==> config.mk <==
export PLATFORM = sky130hd
export DESIGN_NAME = grp_intc
export DESIGN_NICKNAME = d
export VERILOG_FILES = /design/src/rtl/grp_intc_pkg.sv /design/src/rtl/grp_intc_sync.sv /design/src/rtl/grp_intc_group.sv /design/src/rtl/grp_intc_rdmux.sv /design/src/rtl/grp_intc.sv
export SDC_FILE = /design/constraint.sdc
export NUM_CORES = 1
export LEC_CHECK = 0
export ABC_AREA = 1
export BUFFER_PORTS_ARGS = -buffer_cell sky130_fd_sc_hd__buf_2
export CORE_MARGIN = 2
export CORE_UTILIZATION = 58
export CTS_CLUSTER_SIZE = 28
export DETAILED_ROUTE_END_ITERATION = 8
export PLACE_DENSITY = 0.76
export SETUP_SLACK_MARGIN = 0.4
export SLEW_MARGIN = 10
export SYNTH_ARGS = -nofsm -noshare
export SYNTH_HDL_FRONTEND = slang
export SYNTH_SLANG_ARGS = --single-unit
==> constraint.sdc <==
create_clock -name clk -period 2.5 [get_ports clk]
set_clock_uncertainty 0.2 [all_clocks]
set_input_delay 0.375 -clock clk [delete_from_list [all_inputs] [get_ports clk]]
set_output_delay 0.375 -clock clk [all_outputs]
set_load 0.005 [all_outputs]
==> src/rtl/grp_intc_pkg.sv <==
package grp_intc_pkg;
    // group ordering is fixed: it defines the status bit positions
    localparam int NGRP      = 4;
    localparam int G_LB      = 0;
    localparam int G_LPC     = 1;
    localparam int G_DEV     = 2;
    localparam int G_NMI     = 3;
    localparam int REGS_PER  = 4;
    localparam int FIRST_GRP = 1;

    typedef enum logic [1:0] {
        K_REQ  = 2'd0,
        K_MASK = 2'd1,
        K_TRIG = 2'd2,
        K_LVL  = 2'd3
    } reg_kind_e;
endpackage

==> src/rtl/grp_intc_sync.sv <==
module grp_intc_sync #(
    parameter int W = 16
) (
    input  logic         clk,
    input  logic         rst_n,
    input  logic [W-1:0] raw_i,
    output logic [W-1:0] sync_o
);
    typedef struct packed {
        logic [W-1:0] s1;
        logic [W-1:0] s2;
    } sync_st_t;

    sync_st_t st_d, st_q;

    always_comb begin
        st_d    = st_q;
        st_d.s1 = raw_i;
        st_d.s2 = st_q.s1;
    end

    always_ff @(posedge clk or negedge rst_n) begin
        if (!rst_n) st_q <= '0;
        else        st_q <= st_d;
    end

    assign sync_o = st_q.s2;
endmodule

==> src/rtl/grp_intc_group.sv <==
module grp_intc_group #(
    parameter int LINES = 16
) (
    input  logic             clk,
    input  logic             rst_n,
    input  logic [LINES-1:0] line_i,
    input  logic             wr_req_i,
    input  logic             wr_mask_i,
    input  logic             wr_trig_i,
    input  logic             wr_lvl_i,
    input  logic [LINES-1:0] wdata_i,
    output logic [LINES-1:0] mask_o,
    output logic [LINES-1:0] trig_o,
    output logic [LINES-1:0] lvl_o,
    output logic [LINES-1:0] pend_o,
    output logic             hit_o
);
    typedef struct packed {
        logic [LINES-1:0] mask;
        logic [LINES-1:0] trig;
        logic [LINES-1:0] lvl;
        logic [LINES-1:0] latch;
        logic [LINES-1:0] act_prev;
    } grp_st_t;

    grp_st_t st_d, st_q;

    logic [LINES-1:0] sync_line;
    logic [LINES-1:0] act;
    logic [LINES-1:0] rise;
    logic [LINES-1:0] clr;

    grp_intc_sync #(.W(LINES)) u_sync (
        .clk    (clk),
        .rst_n  (rst_n),
        .raw_i  (line_i),
        .sync_o (sync_line)
    );

    always_comb begin
        act  = ~(sync_line ^ st_q.lvl);
        rise = act & ~st_q.act_prev;
        clr  = wr_req_i ? ~wdata_i : '0;

        st_d          = st_q;
        st_d.act_prev = act;
        st_d.latch    = st_q.trig & ((st_q.latch & ~clr) | rise);
        if (wr_mask_i) st_d.mask = wdata_i;
        if (wr_trig_i) st_d.trig = wdata_i;
        if (wr_lvl_i)  st_d.lvl  = wdata_i;

        pend_o = (st_q.trig & st_q.latch) | (~st_q.trig & act);
        hit_o  = |(pend_o & ~st_q.mask);
    end

    always_ff @(posedge clk or negedge rst_n) begin
        if (!rst_n) begin
            st_q.mask     <= '1;
            st_q.trig     <= '0;
            st_q.lvl      <= '1;
            st_q.latch    <= '0;
            st_q.act_prev <= '0;
        end else begin
            st_q <= st_d;
        end
    end

    assign mask_o = st_q.mask;
    assign trig_o = st_q.trig;
    assign lvl_o  = st_q.lvl;


    reset_state_chk: assert property (@(posedge clk) disable iff (!rst_n)
        $rose(rst_n) |-> (st_q.mask == '1 && st_q.trig == '0 && st_q.latch == '0));


    edge_hold_chk: assert property (@(posedge clk) disable iff (!rst_n)
        1'b1 |=> (($past(st_q.latch & st_q.trig & ~clr) & ~st_q.latch) == '0));


    req_clear_chk: assert property (@(posedge clk) disable iff (!rst_n)
        wr_req_i |=> ((st_q.latch & ~$past(wdata_i) & ~$past(rise)) == '0));
endmodule

==> src/rtl/grp_intc_rdmux.sv <==
module grp_intc_rdmux
    import grp_intc_pkg::*;
#(
    parameter int LINES  = 16,
    parameter int ADDR_W = 5
) (
    input  logic [ADDR_W-1:0]           addr_i,
    input  logic [NGRP-1:0]             status_i,
    input  logic [NGRP-1:0][LINES-1:0]  pend_i,
    input  logic [NGRP-1:0][LINES-1:0]  mask_i,
    input  logic [NGRP-1:0][LINES-1:0]  trig_i,
    input  logic [NGRP-1:0][LINES-1:0]  lvl_i,
    output logic [LINES-1:0]            rdata_o
);
    always_comb begin
        rdata_o = '0;
        if (addr_i == '0) begin
            rdata_o[NGRP-1:0] = status_i;
        end
        for (int g = 0; g < NGRP; g++) begin
            if (addr_i == ADDR_W'(FIRST_GRP + g*REGS_PER + int'(K_REQ)))  rdata_o = pend_i[g];
            if (addr_i == ADDR_W'(FIRST_GRP + g*REGS_PER + int'(K_MASK))) rdata_o = mask_i[g];
            if (addr_i == ADDR_W'(FIRST_GRP + g*REGS_PER + int'(K_TRIG))) rdata_o = trig_i[g];
            if (addr_i == ADDR_W'(FIRST_GRP + g*REGS_PER + int'(K_LVL)))  rdata_o = lvl_i[g];
        end
    end
endmodule

==> src/rtl/grp_intc.sv <==
module grp_intc
    import grp_intc_pkg::*;
#(
    parameter int LINES  = 16,
    parameter int ADDR_W = 5
) (
    input  logic              clk,
    input  logic              rst_n,
    input  logic [LINES-1:0]  lb_irq_in,
    input  logic [LINES-1:0]  lpc_irq_in,
    input  logic [LINES-1:0]  dev_irq_in,
    input  logic [LINES-1:0]  nmi_irq_in,
    input  logic              wr_en,
    input  logic [ADDR_W-1:0] addr,
    input  logic [LINES-1:0]  wdata,
    output logic [LINES-1:0]  rdata,
    output logic              cpu_irq,
    output logic              nmi_irq
);
    typedef struct packed {
        logic [NGRP-1:0] status;
    } top_st_t;

    top_st_t st_d, st_q;

    logic [NGRP-1:0][LINES-1:0] lines_w;
    logic [NGRP-1:0][LINES-1:0] pend_w, mask_w, trig_w, lvl_w;
    logic [NGRP-1:0]            hit_w;
    logic [NGRP-1:0]            wr_req_w, wr_mask_w, wr_trig_w, wr_lvl_w;

    assign lines_w[G_LB]  = lb_irq_in;
    assign lines_w[G_LPC] = lpc_irq_in;
    assign lines_w[G_DEV] = dev_irq_in;
    assign lines_w[G_NMI] = nmi_irq_in;

    for (genvar g = 0; g < NGRP; g++) begin : g_grp
        localparam int BASE = FIRST_GRP + g*REGS_PER;

        assign wr_req_w[g]  = wr_en && (addr == ADDR_W'(BASE + int'(K_REQ)));
        assign wr_mask_w[g] = wr_en && (addr == ADDR_W'(BASE + int'(K_MASK)));
        assign wr_trig_w[g] = wr_en && (addr == ADDR_W'(BASE + int'(K_TRIG)));
        assign wr_lvl_w[g]  = wr_en && (addr == ADDR_W'(BASE + int'(K_LVL)));

        grp_intc_group #(.LINES(LINES)) u_grp (
            .clk       (clk),
            .rst_n     (rst_n),
            .line_i    (lines_w[g]),
            .wr_req_i  (wr_req_w[g]),
            .wr_mask_i (wr_mask_w[g]),
            .wr_trig_i (wr_trig_w[g]),
            .wr_lvl_i  (wr_lvl_w[g]),
            .wdata_i   (wdata),
            .mask_o    (mask_w[g]),
            .trig_o    (trig_w[g]),
            .lvl_o     (lvl_w[g]),
            .pend_o    (pend_w[g]),
            .hit_o     (hit_w[g])
        );


        masked_blocks_chk: assert property (@(posedge clk) disable iff (!rst_n)
            (&mask_w[g]) |=> !st_q.status[g]);
    end

    always_comb begin
        st_d        = st_q;
        st_d.status = hit_w;
    end

    always_ff @(posedge clk or negedge rst_n) begin
        if (!rst_n) st_q <= '0;
        else        st_q <= st_d;
    end

    assign cpu_irq = st_q.status[G_LB] | st_q.status[G_LPC] | st_q.status[G_DEV];
    assign nmi_irq = st_q.status[G_NMI];

    grp_intc_rdmux #(.LINES(LINES), .ADDR_W(ADDR_W)) u_rd (
        .addr_i   (addr),
        .status_i (st_q.status),
        .pend_i   (pend_w),
        .mask_i   (mask_w),
        .trig_i   (trig_w),
        .lvl_i    (lvl_w),
        .rdata_o  (rdata)
    );


    nmi_separate_chk: assert property (@(posedge clk) disable iff (!rst_n)
        (lb_irq_in == '0 && lpc_irq_in == '0 && dev_irq_in == '0 &&
         $past(lb_irq_in == '0 && lpc_irq_in == '0 && dev_irq_in == '0) &&
         $past(hit_w[G_LB] | hit_w[G_LPC] | hit_w[G_DEV]) == 1'b0 &&
         (hit_w[G_LB] | hit_w[G_LPC] | hit_w[G_DEV]) == 1'b0) |=> !cpu_irq);
endmodule

# After elaboration in Yosys (flattened, before gate mapping)
# Index checks and enable logic that the tools add are counted.
dict set report totals {
  register_bits 452
  out_inout_bits 18
}
dict set report op_classes {
  n_eq_ne 16
  muxes 21
  bitwise_logic 59
  n_reduce_logical 21
}
# op n
set ops {}
lappend ops {{bitwise AND 16 bit} 24}
lappend ops {{NOT 16 bit} 21}
lappend ops {{two-way mux 16 bit} 20}
lappend ops {{OR 16 bit} 8}
lappend ops {{OR reduction 16 bit} 4}
lappend ops {{XOR 16 bit} 4}
lappend ops {{== test 5 x 4 -> 1 bit, second input constant} 8}
lappend ops {{== test 5 x 3 -> 1 bit, second input constant} 4}
lappend ops {{logical AND 1 bit} 16}
lappend ops {{== test 5 x 2 -> 1 bit, second input constant} 2}
lappend ops {{== test 5 x 1 -> 1 bit, second input constant} 1}
lappend ops {{== test 5 bit, second input constant} 1}
lappend ops {{zero test 5 bit} 1}
lappend ops {{two-way mux 4 bit} 1}
lappend ops {{OR 1 bit} 2}

# Logic depth before layout (Yosys ltp)
# Gate-level depths: netlist (run 1).
dict set report logic_depth {
  depth_word 20
  depth_mapped 14
  ltp_nobuf 14
}

# By module
# From an unflattened synthesis (run 1), not the netlist that was laid out.
dict set report hier_totals {
  cells_unflattened 2775
  hier_area_um2 21986.1
}
# module instances cells_per_inst area_each_um2 seq_area_each_um2
set by_module_without_submodules {}
lappend by_module_without_submodules {grp_intc_group 4 521 4057.6 2042.0}
lappend by_module_without_submodules {grp_intc_sync 4 32 800.8 800.8}
lappend by_module_without_submodules {grp_intc_rdmux 1 519 2294.7 0.0}
lappend by_module_without_submodules {grp_intc 1 44 257.7 100.1}

# Least setup slack after synthesis (run 1)
# No wires, ideal clock.
dict set report synth_timing {
  path_type {input-to-output}
  startpoint {in addr[0]}
  endpoint {out rdata[3]}
  t_arrival_ns 1.524
  slack_ns 0.401
  stages 12
  n_path_buf 2
  path_cell_list {buf_4 > nor2_1 > nand2_1 > nor2_1 > clkbuf_1 > nand2_1 > nand2_1 > nand4_1 > nand2_1 > nand3_1 > nand2_1 > nand2_1}
}
dict set report synth_via {
  elab_chain_len 18
  word_cells_on_any_way 34
}
# element line_no
set synth_rtl {}
lappend synth_rtl {{start: declaration} grp_intc.sv:14} ;# input logic [ADDR_W-1:0] addr,
lappend synth_rtl {{zero test 5 bit} grp_intc_rdmux.sv:17} ;# if (addr_i == '0) begin
lappend synth_rtl {{two-way mux 4 bit} grp_intc_rdmux.sv:17}
lappend synth_rtl {{two-way mux 16 bit} grp_intc_rdmux.sv:21} ;# if (addr_i == ADDR_W'(FIRST_GRP + g*REGS_PER + int'(K_REQ))) rdata_o = pend_i[g];
lappend synth_rtl {{two-way mux 16 bit} grp_intc_rdmux.sv:22} ;# if (addr_i == ADDR_W'(FIRST_GRP + g*REGS_PER + int'(K_MASK))) rdata_o = mask_i[g];
lappend synth_rtl {{two-way mux 16 bit} grp_intc_rdmux.sv:23} ;# if (addr_i == ADDR_W'(FIRST_GRP + g*REGS_PER + int'(K_TRIG))) rdata_o = trig_i[g];
lappend synth_rtl {{two-way mux 16 bit} grp_intc_rdmux.sv:24} ;# if (addr_i == ADDR_W'(FIRST_GRP + g*REGS_PER + int'(K_LVL))) rdata_o = lvl_i[g];
lappend synth_rtl {{two-way mux 16 bit} grp_intc_rdmux.sv:21}
lappend synth_rtl {{two-way mux 16 bit} grp_intc_rdmux.sv:22}
lappend synth_rtl {{[2 not listed]} -}
lappend synth_rtl {{two-way mux 16 bit} grp_intc_rdmux.sv:21}
lappend synth_rtl {{two-way mux 16 bit} grp_intc_rdmux.sv:22}
lappend synth_rtl {{two-way mux 16 bit} grp_intc_rdmux.sv:23}
lappend synth_rtl {{two-way mux 16 bit} grp_intc_rdmux.sv:24}
lappend synth_rtl {{two-way mux 16 bit} grp_intc_rdmux.sv:21}
lappend synth_rtl {{two-way mux 16 bit} grp_intc_rdmux.sv:22}
lappend synth_rtl {{two-way mux 16 bit} grp_intc_rdmux.sv:23}
lappend synth_rtl {{two-way mux 16 bit *} grp_intc_rdmux.sv:24}
lappend synth_rtl {{end: declaration} grp_intc.sv:16} ;# output logic [LINES-1:0] rdata,
# Every way passes the cells marked *; elsewhere a longest branch is shown, timed or not.

# Worst setup path in the final report (run 1)
dict set report layout_timing {
  startpoint {reg g_grp[0].u_grp.st_q (netlist bit g_grp[0].u_grp.lvl_o[5])}
  endpoint {out rdata[5]}
}
dict set report layout_via {
  elab_chain_len 20
}
# element line_no
set layout_rtl {}
lappend layout_rtl {{start: declaration} grp_intc_group.sv:26} ;# grp_st_t st_d, st_q;
lappend layout_rtl {{start signal: assignment} grp_intc_group.sv:64} ;# st_q <= st_d;
lappend layout_rtl {{XOR 16 bit} grp_intc_group.sv:41} ;# act = ~(sync_line ^ st_q.lvl);
lappend layout_rtl {{NOT 16 bit} grp_intc_group.sv:41}
lappend layout_rtl {{bitwise AND 16 bit} grp_intc_group.sv:52} ;# pend_o = (st_q.trig & st_q.latch) | (~st_q.trig & act);
lappend layout_rtl {{OR 16 bit} grp_intc_group.sv:52}
lappend layout_rtl {{two-way mux 16 bit} grp_intc_rdmux.sv:21}
lappend layout_rtl {{two-way mux 16 bit} grp_intc_rdmux.sv:22}
lappend layout_rtl {{two-way mux 16 bit} grp_intc_rdmux.sv:23}
lappend layout_rtl {{two-way mux 16 bit *} grp_intc_rdmux.sv:24}
lappend layout_rtl {{[4 not listed]} -}
lappend layout_rtl {{two-way mux 16 bit *} grp_intc_rdmux.sv:21}
lappend layout_rtl {{two-way mux 16 bit *} grp_intc_rdmux.sv:22}
lappend layout_rtl {{two-way mux 16 bit *} grp_intc_rdmux.sv:23}
lappend layout_rtl {{two-way mux 16 bit *} grp_intc_rdmux.sv:24}
lappend layout_rtl {{two-way mux 16 bit *} grp_intc_rdmux.sv:21}
lappend layout_rtl {{two-way mux 16 bit *} grp_intc_rdmux.sv:22}
lappend layout_rtl {{two-way mux 16 bit *} grp_intc_rdmux.sv:23}
lappend layout_rtl {{two-way mux 16 bit *} grp_intc_rdmux.sv:24}
# Marks and branches as above.

==> flow_metrics.tcl, run 1 <==
set metrics [dict create \
    status "complete, but fails checks" \
    violations "setup timing" \
    ir_drop_mv 0.782 \
    cts-buffers-inserted 46 \
    async_flop_share 1.00 \
    startpoint_type "flop" \
    crit_type "reg -> out" \
    wl_um 52400 \
    die_w_um 183 \
    pre_cts_ws_ps -131 \
    diodes 0 \
    hold_viol_final 0 \
    clkLatencyLatePin_ps 550 \
    cts-root-buf "clkbuf_16" \
    rsz0062_at_grt "true" \
    clkTransAtPathRegs_ps 60 \
    wl_per_cell_um 19.1 \
    numPlacedInstances 2544 \
    crit_fanout 2 \
    finalCoreUtilization 0.742 \
    area_growth_pct 26.2 \
    final.period_utilization 1.29 \
    io_buffers 105 \
    cellPowerDensity_nw_per_um2 829 \
    hold_path.class "in -> reg" \
    layoutNonFillerInstCount 2746 \
    yosysSeqAreaShare 0.618 \
    hpwl_um 35000 \
    ys_types 42 \
    final_nets 2395 \
    finalMaxSlewViolations 0 \
    cts.sinks 452 \
    cp_data_arrival_time_ps 2650 \
    row_count 65 \
    drc 0 \
    cp_common_cell "nand4_1" \
    overflow 0 \
    cap_violations 0 \
    ios 106 \
    core_region_area_sq_um 31600 \
    worstMarginPinSlew_ps 593 \
    grt_max_degree 93 \
    antenna_found_initial 0 \
    yosys_most_used_dff "dfrtp_1" \
    crit_path_end_kind "output pin" \
    syn_inst 1990 \
    maxSlewHeadroom 0.603 \
    fin_ws_ps -721 \
    die_h_um 183 \
    power_mw 19.4 \
    leakagePower_nw 10.7 \
    slowest_stage "dfstp_2" \
    setup_violations 17 \
    drive_gt1_frac 0.247 \
    finalCriticalPeriod_ps 3220 \
    grt_pass1_vias 15500 \
    initial_core_util 0.588 \
    vias_per_cell 5.66 \
    yosysWarnings 0 \
    netlist_area_sq_um 18600 \
    grt_util_all_layers 0.312 \
    drtIter0Drc 1526 \
    ant_nets 0 \
    max_stage_delay_ps 550 \
    syn-mean-instance-area_sq_um 9.33 \
    cts_tree "built" \
    cts_max_level 2 \
    num_vias 15500 \
    grt_pass1_wl_um 81200 \
    globalplace.congestion 0.914 \
    synth_edf_count 0 \
    first_pass_iters 6 \
    cp_cell_sequence "xor2_2 > nand2_2 > nand3_2 > nand4_1 > nor2_1 > nand4_1 > nor2_1 > nand4_1 > nor2_1 > nand4_1 > buf_2" \
    fmax_ghz 0.310 \
    synth_fp_nets 2078 \
    die-area_sq_um 33400 \
    crit_required_ps 1920 \
    clock_path_buffers 3 \
    synth-seq-cells 452 \
]
-- layout make-up --
class / count / area (sq um)
Clock inverter: 14 / 128
Multi-Input combinational cell: 1329 / 6610
Inverter: 131 / 497
Tap cell: 402 / 503
Sequential cell: 452 / 11500
Fill cell: 2171 / 8140
Timing Repair Buffer: 347 / 2870
Clock buffer: 71 / 1340
-- per-stage QoR --
stage | cell area, sq um | TNS, ps | hold WS, ps
final | 23400 | -8880 | 35.6
after global routing | 23400 | -11050 | 33.8
after CTS | 23100 | -8380 | 1.57
after detailed placement | 20500 | -1220 | 53.5
after global placement | 20500 | -750 | 54.8
after floorplan | 18600 | 0 | -121
-- cell families (layout without fill, tap and decap cells) --
family                    count (synthesis)  in the layout  synth area share
AOI/OAI and AO/OA                       362            362             0.105
xor gates and xnor gates                 60             60            0.0283
and+or+nand+nor                         907            907             0.205
DFF                                     452            452             0.618
buffers and inverters                   209            563            0.0445
-- Yosys cell counts (4+ instances only) --
library cell / instances / share of area
nand2_1: 588 / 0.12
dfrtp_1: 324 / 0.44
o21ai_0: 235 / 0.063
nor2_1: 175 / 0.035
dfstp_2: 128 / 0.18
inv_1: 124 / 0.025
clkbuf_1: 62 / 0.013
nand4_1: 59 / 0.020
a21oi_1: 54 / 0.015
xnor2_1: 44 / 0.021
nand3_1: 33 / 0.0089
o21ai_1: 24 / 0.0065
a21boi_0: 17 / 0.0069
or2_2: 16 / 0.0054
xor2_1: 16 / 0.0076
o22ai_1: 13 / 0.0044
buf_2: 11 / 0.0030
nor2_2: 6 / 0.0020
nor2_4: 6 / 0.0036
a2111oi_0: 5 / 0.0024
inv_2: 5 / 0.0010
nor3_1: 5 / 0.0013
a32o_1: 4 / 0.0022
buf_4: 4 / 0.0016
nand2_2: 4 / 0.0013
nand3b_1: 4 / 0.0016
nor4_1: 4 / 0.0013
-- metal layers --
metal,GRT usage,share of wire
met4,0.110,0.037
met2,0.514,0.48
met5,0,0
met1,0.420,0.40
met3,0.0562,0.079
-- worst max-delay path, delay by kind of cell, from the launching register on --
kind	cells	cell delay [ps]
buffers and inverters	1	150
AND/OR/NAND/NOR	9	1200
XOR/XNOR	1	190
flip-flops	1	550
-- state kept, by name, summed over array words and instances (netlist names) --
signal                     count
st_q                           4
g_grp.u_grp.lvl_o             64
g_grp.u_grp.mask_o            64
g_grp.u_grp.trig_o            64
g_grp.u_grp.st_q             128
g_grp.u_grp.u_sync.st_d       64
g_grp.u_grp.u_sync.sync_o     64
-- timing repair --
item                       in CTS  in global routing
pin swaps                      33                 57
setup endpoints to repair      18                 18
setup buffers                  33                 13
resized for setup              49                 54
hold buffers                   71                  0
hold endpoints to repair      269                  0
-- cells in the final DEF, fill, tap and decap left out, types with 7 or more instances in the layout --
cell type      count
nand3_2           13
a21boi_0           9
buf_4            136
clkinv_2          10
dfrtp_1          324
buf_6             11
nand2_1          580
buf_2            104
clkbuf_16         47
clkbuf_1          17
xnor2_1           42
nand3_1           17
nand2_2           11
o22ai_1           13
o21ai_1           26
nor2_2            13
nand4_1           59
buf_12            24
o21ai_0          227
dfstp_2          128
or2_2             11
dlygate4sd3_1     71
inv_2              9
a21boi_1           7
a21oi_1           54
nor2_1           168
inv_1            120
clkbuf_8           7
xor2_2            15
-- power breakdown --
part           switching (mW)  total [mW]  internal, mW
Sequential              0.753        9.42          8.67
Combinational            1.83        3.31          1.48
Clock                    2.78        6.67          3.89
-- worst paths after layout --
path	slack, ps	end	cells after the start	startpoint
min	40	g_grp[2].u_grp.st_q[25]	3	wdata[9]
min in group asynchronous	70	g_grp[3].u_grp.st_q[15]	2	rst_n
max reg2reg	-400	st_q[0]	18	g_grp[0].u_grp.lvl_o[2]
max	-720	rdata[5]	11	g_grp[0].u_grp.lvl_o[5]
max in group asynchronous	1150	g_grp[3].u_grp.lvl_o[8]	4	rst_n
min reg2reg	140	g_grp[0].u_grp.u_sync.sync_o[11]	0	g_grp[0].u_grp.u_sync.st_d[11]
No activity file was read; power rests on OpenSTA's default activity.
==> run 2, diff against run 1 <==
--- a/config.mk
+++ b/config.mk
@@ -7,8 +7,9 @@
 export LEC_CHECK = 0
 export ABC_AREA = 1
 export BUFFER_PORTS_ARGS = -buffer_cell sky130_fd_sc_hd__buf_2
+export CORE_ASPECT_RATIO = 1.25
 export CORE_MARGIN = 2
-export CORE_UTILIZATION = 58
+export CORE_UTILIZATION = 55
 export CTS_CLUSTER_SIZE = 28
 export DETAILED_ROUTE_END_ITERATION = 8
 export PLACE_DENSITY = 0.76
==> constraint.sdc (replaced) <==
create_clock -name clk -period 2.7 [get_ports clk]
set_clock_uncertainty 0.2 [all_clocks]
set_input_delay 0.405 -clock clk [delete_from_list [all_inputs] [get_ports clk]]
set_output_delay 0.405 -clock clk [all_outputs]
set_load 0.005 [all_outputs]
==> run 2 against run 1 <==
Against the previous run:
- the flow still finishes with violations (setup timing)
- cell count fell by 2.0%
- routed wire length down 8.4%
- critical path depth increased by 1
- die area up 5.4%
- register-to-register slack better by 900 ps
- count of clock-buffer cells in the layout is 8 lower
==> flow_metrics.tcl, run 2 (synthesized netlist as in run 1, its figures left out) <==
set metrics [dict create \
    status "complete, but fails checks" \
    violations "setup timing" \
    largest_register_ffs 128 \
    p_comb_frac 0.151 \
    cts.sinks 452 \
    max_stage_delay_ps 370 \
    cts-root-buf "clkbuf_16" \
    ant_nets 0 \
    hold_depth 3 \
    die_h_um 209 \
    startpoint_type "flop" \
    cp_common_cell "nand4_1" \
    clkLatencyLatePin_ps 560 \
    grt_pass1_wl_um 77000 \
    final.period_utilization 1.14 \
    die_w_um 168 \
    crit_fanout 2 \
    cts_max_level 2 \
    hold_path.class "in -> reg" \
    min_to "g_grp[1].u_grp.st_q[16]" \
    fmax_ghz 0.326 \
    crit_path_end_kind "output pin" \
    drtIter0Drc 1300 \
    antenna_found_initial 0 \
    cellPowerDensity_nw_per_um2 792 \
    wl_per_cell_um 17.9 \
    clkTransAtPathRegs_ps 60 \
    globalplace.congestion 0.982 \
    power_switching_mw 4.85 \
    hold_viol_final 0 \
    num_vias 14700 \
    setup_violations 16 \
    r2r_end "st_q[2]" \
    vias_per_cell 5.48 \
    cts_tree "built" \
    hp-start "wdata[0]" \
    largest-register "g_grp.u_grp.st_q" \
    final.fill_count 2396 \
    ios 106 \
    maxSlewHeadroom 0.545 \
    initial_core_util 0.556 \
    cts-buffers-inserted 44 \
    row_count 75 \
    grt_pass1_vias 14800 \
    core_region_area_sq_um 33400 \
    reg2reg_depth 5 \
    overflow 0 \
    first_pass_iters 6 \
    diodes 0 \
    p_int_mw 13.3 \
    final_nets 2319 \
    wl_um 48000 \
    ir_drop_mv 0.443 \
    fin_ws_ps -367 \
    slowest_stage "dfstp_2" \
    clock_power_share 0.368 \
    finalCoreUtilization 0.684 \
    die-area_sq_um 35200 \
    hpwl_um 32500 \
    grt_util_all_layers 0.277 \
    finalMaxSlewViolations 0 \
    rsz0062_at_grt "true" \
    cap_violations 0 \
    p_sw_frac 0.268 \
    numPlacedInstances 2495 \
    cp_cell_sequence "buf_4 > nand2_1 > nand3_4 > nand3_2 > nand4_1 > nor3_2 > nand4_1 > nor2_1 > nand4_1 > nor2_1 > nand4_1 > buf_2" \
    grt_max_degree 84 \
    pwr-share-seq 0.481 \
    cp_data_arrival_time_ps 2460 \
    area_growth_pct 23.2 \
    reg2reg_from "g_grp[2].u_grp.lvl_o[0]" \
    leakagePower_nw 10.3 \
    drc 0 \
    layout_common_cells "582 x nand2_1, 324 x dfrtp_1, 227 x o21ai_0" \
    clock_path_buffers 3 \
    crit_required_ps 2100 \
    io_buffers 105 \
    r2r_slack_ps 500 \
    finalCriticalPeriod_ps 3070 \
    worstMarginPinSlew_ps 665 \
    drive_gt1_frac 0.226 \
    final_common_cell "nand2_1" \
    layoutNonFillerInstCount 2690 \
    crit_type "reg -> out" \
]
[run 2: final cells by class]
| class | instances | area [sq um] | area share |
|---|---|---|---|
| Multi-Input combinational cell | 1329 | 6590 | 0.288 |
| Timing Repair Buffer | 273 | 2160 | 0.0944 |
| Tap cell | 423 | 529 | 0.0232 |
| Clock inverter | 19 | 260 | 0.0114 |
| Sequential cell | 452 | 11500 | 0.502 |
| Inverter | 131 | 497 | 0.0217 |
| Clock buffer | 63 | 1360 | 0.0593 |
[run 2: worst max-delay path: cells and delay by family (launching register included)]
kind | cells | cell delay (ps)
flops | 1 | 370
simple gates | 10 | 1270
buf+inv | 2 | 280
[run 2: power by group through the flow]
| stage | combinational, mW | sequential (mW) | clock (mW) |
|---|---|---|---|
| global placement | 2.17 | 8.75 | 0 |
| global route | 3.06 | 8.84 | 7.03 |
| detailed placement | 2.28 | 8.79 | 0 |
| finish | 2.73 | 8.72 | 6.66 |
| CTS | 2.65 | 8.70 | 6.77 |
| floorplan | 1.49 | 8.59 | 0 |
[run 2: metal layers]
metal / vias to the layer above / track usage / part of all wire
met2: 531 / 0.458 / 0.49
met1: 7198 / 0.365 / 0.41
li1: 6897 / - / -
met3: 120 / 0.0407 / 0.062
met4: 0 / 0.128 / 0.042
met5: - / 0 / 0
[run 2: worst max-delay path by stage]
stage | from | endpoint | cells after the start
floorplan | addr[0] | rdata[3] | 12
global placement | addr[2] | rdata[8] | 15
detailed placement | addr[2] | rdata[8] | 15
CTS | g_grp[0].u_grp.lvl_o[1] | rdata[1] | 12
global route | g_grp[0].u_grp.lvl_o[10] | rdata[10] | 11
finish | g_grp[0].u_grp.lvl_o[1] | rdata[1] | 12
[run 2: repair_timing]
| item | in CTS | in global routing |
|---|---|---|
| hold buffers | 69 | 0 |
| pin swaps | 48 | 48 |
| resized for setup | 63 | 22 |
| gates cloned | 0 | 0 |
| endpoints found under the hold margin | 138 | 0 |
| setup endpoints to repair | 16 | 16 |
| setup buffers | 39 | 5 |
[run 2: per-stage QoR]
stage	instance area [sq um]	TNS, ps	hold slack [ps]	setup WS, ps	power (mW)
6_report	22900	-4130	17.1	-367	18.1
5_1_grt	22900	-6650	23.9	-555	18.9
4_1_cts	22700	-4300	1.23	-393	18.1
3_5_place_dp	19900	0	135	18.3	11.1
3_3_place_gp	19900	0	132	33.6	10.9
2_1_floorplan	18600	0	-90.6	541	10.1
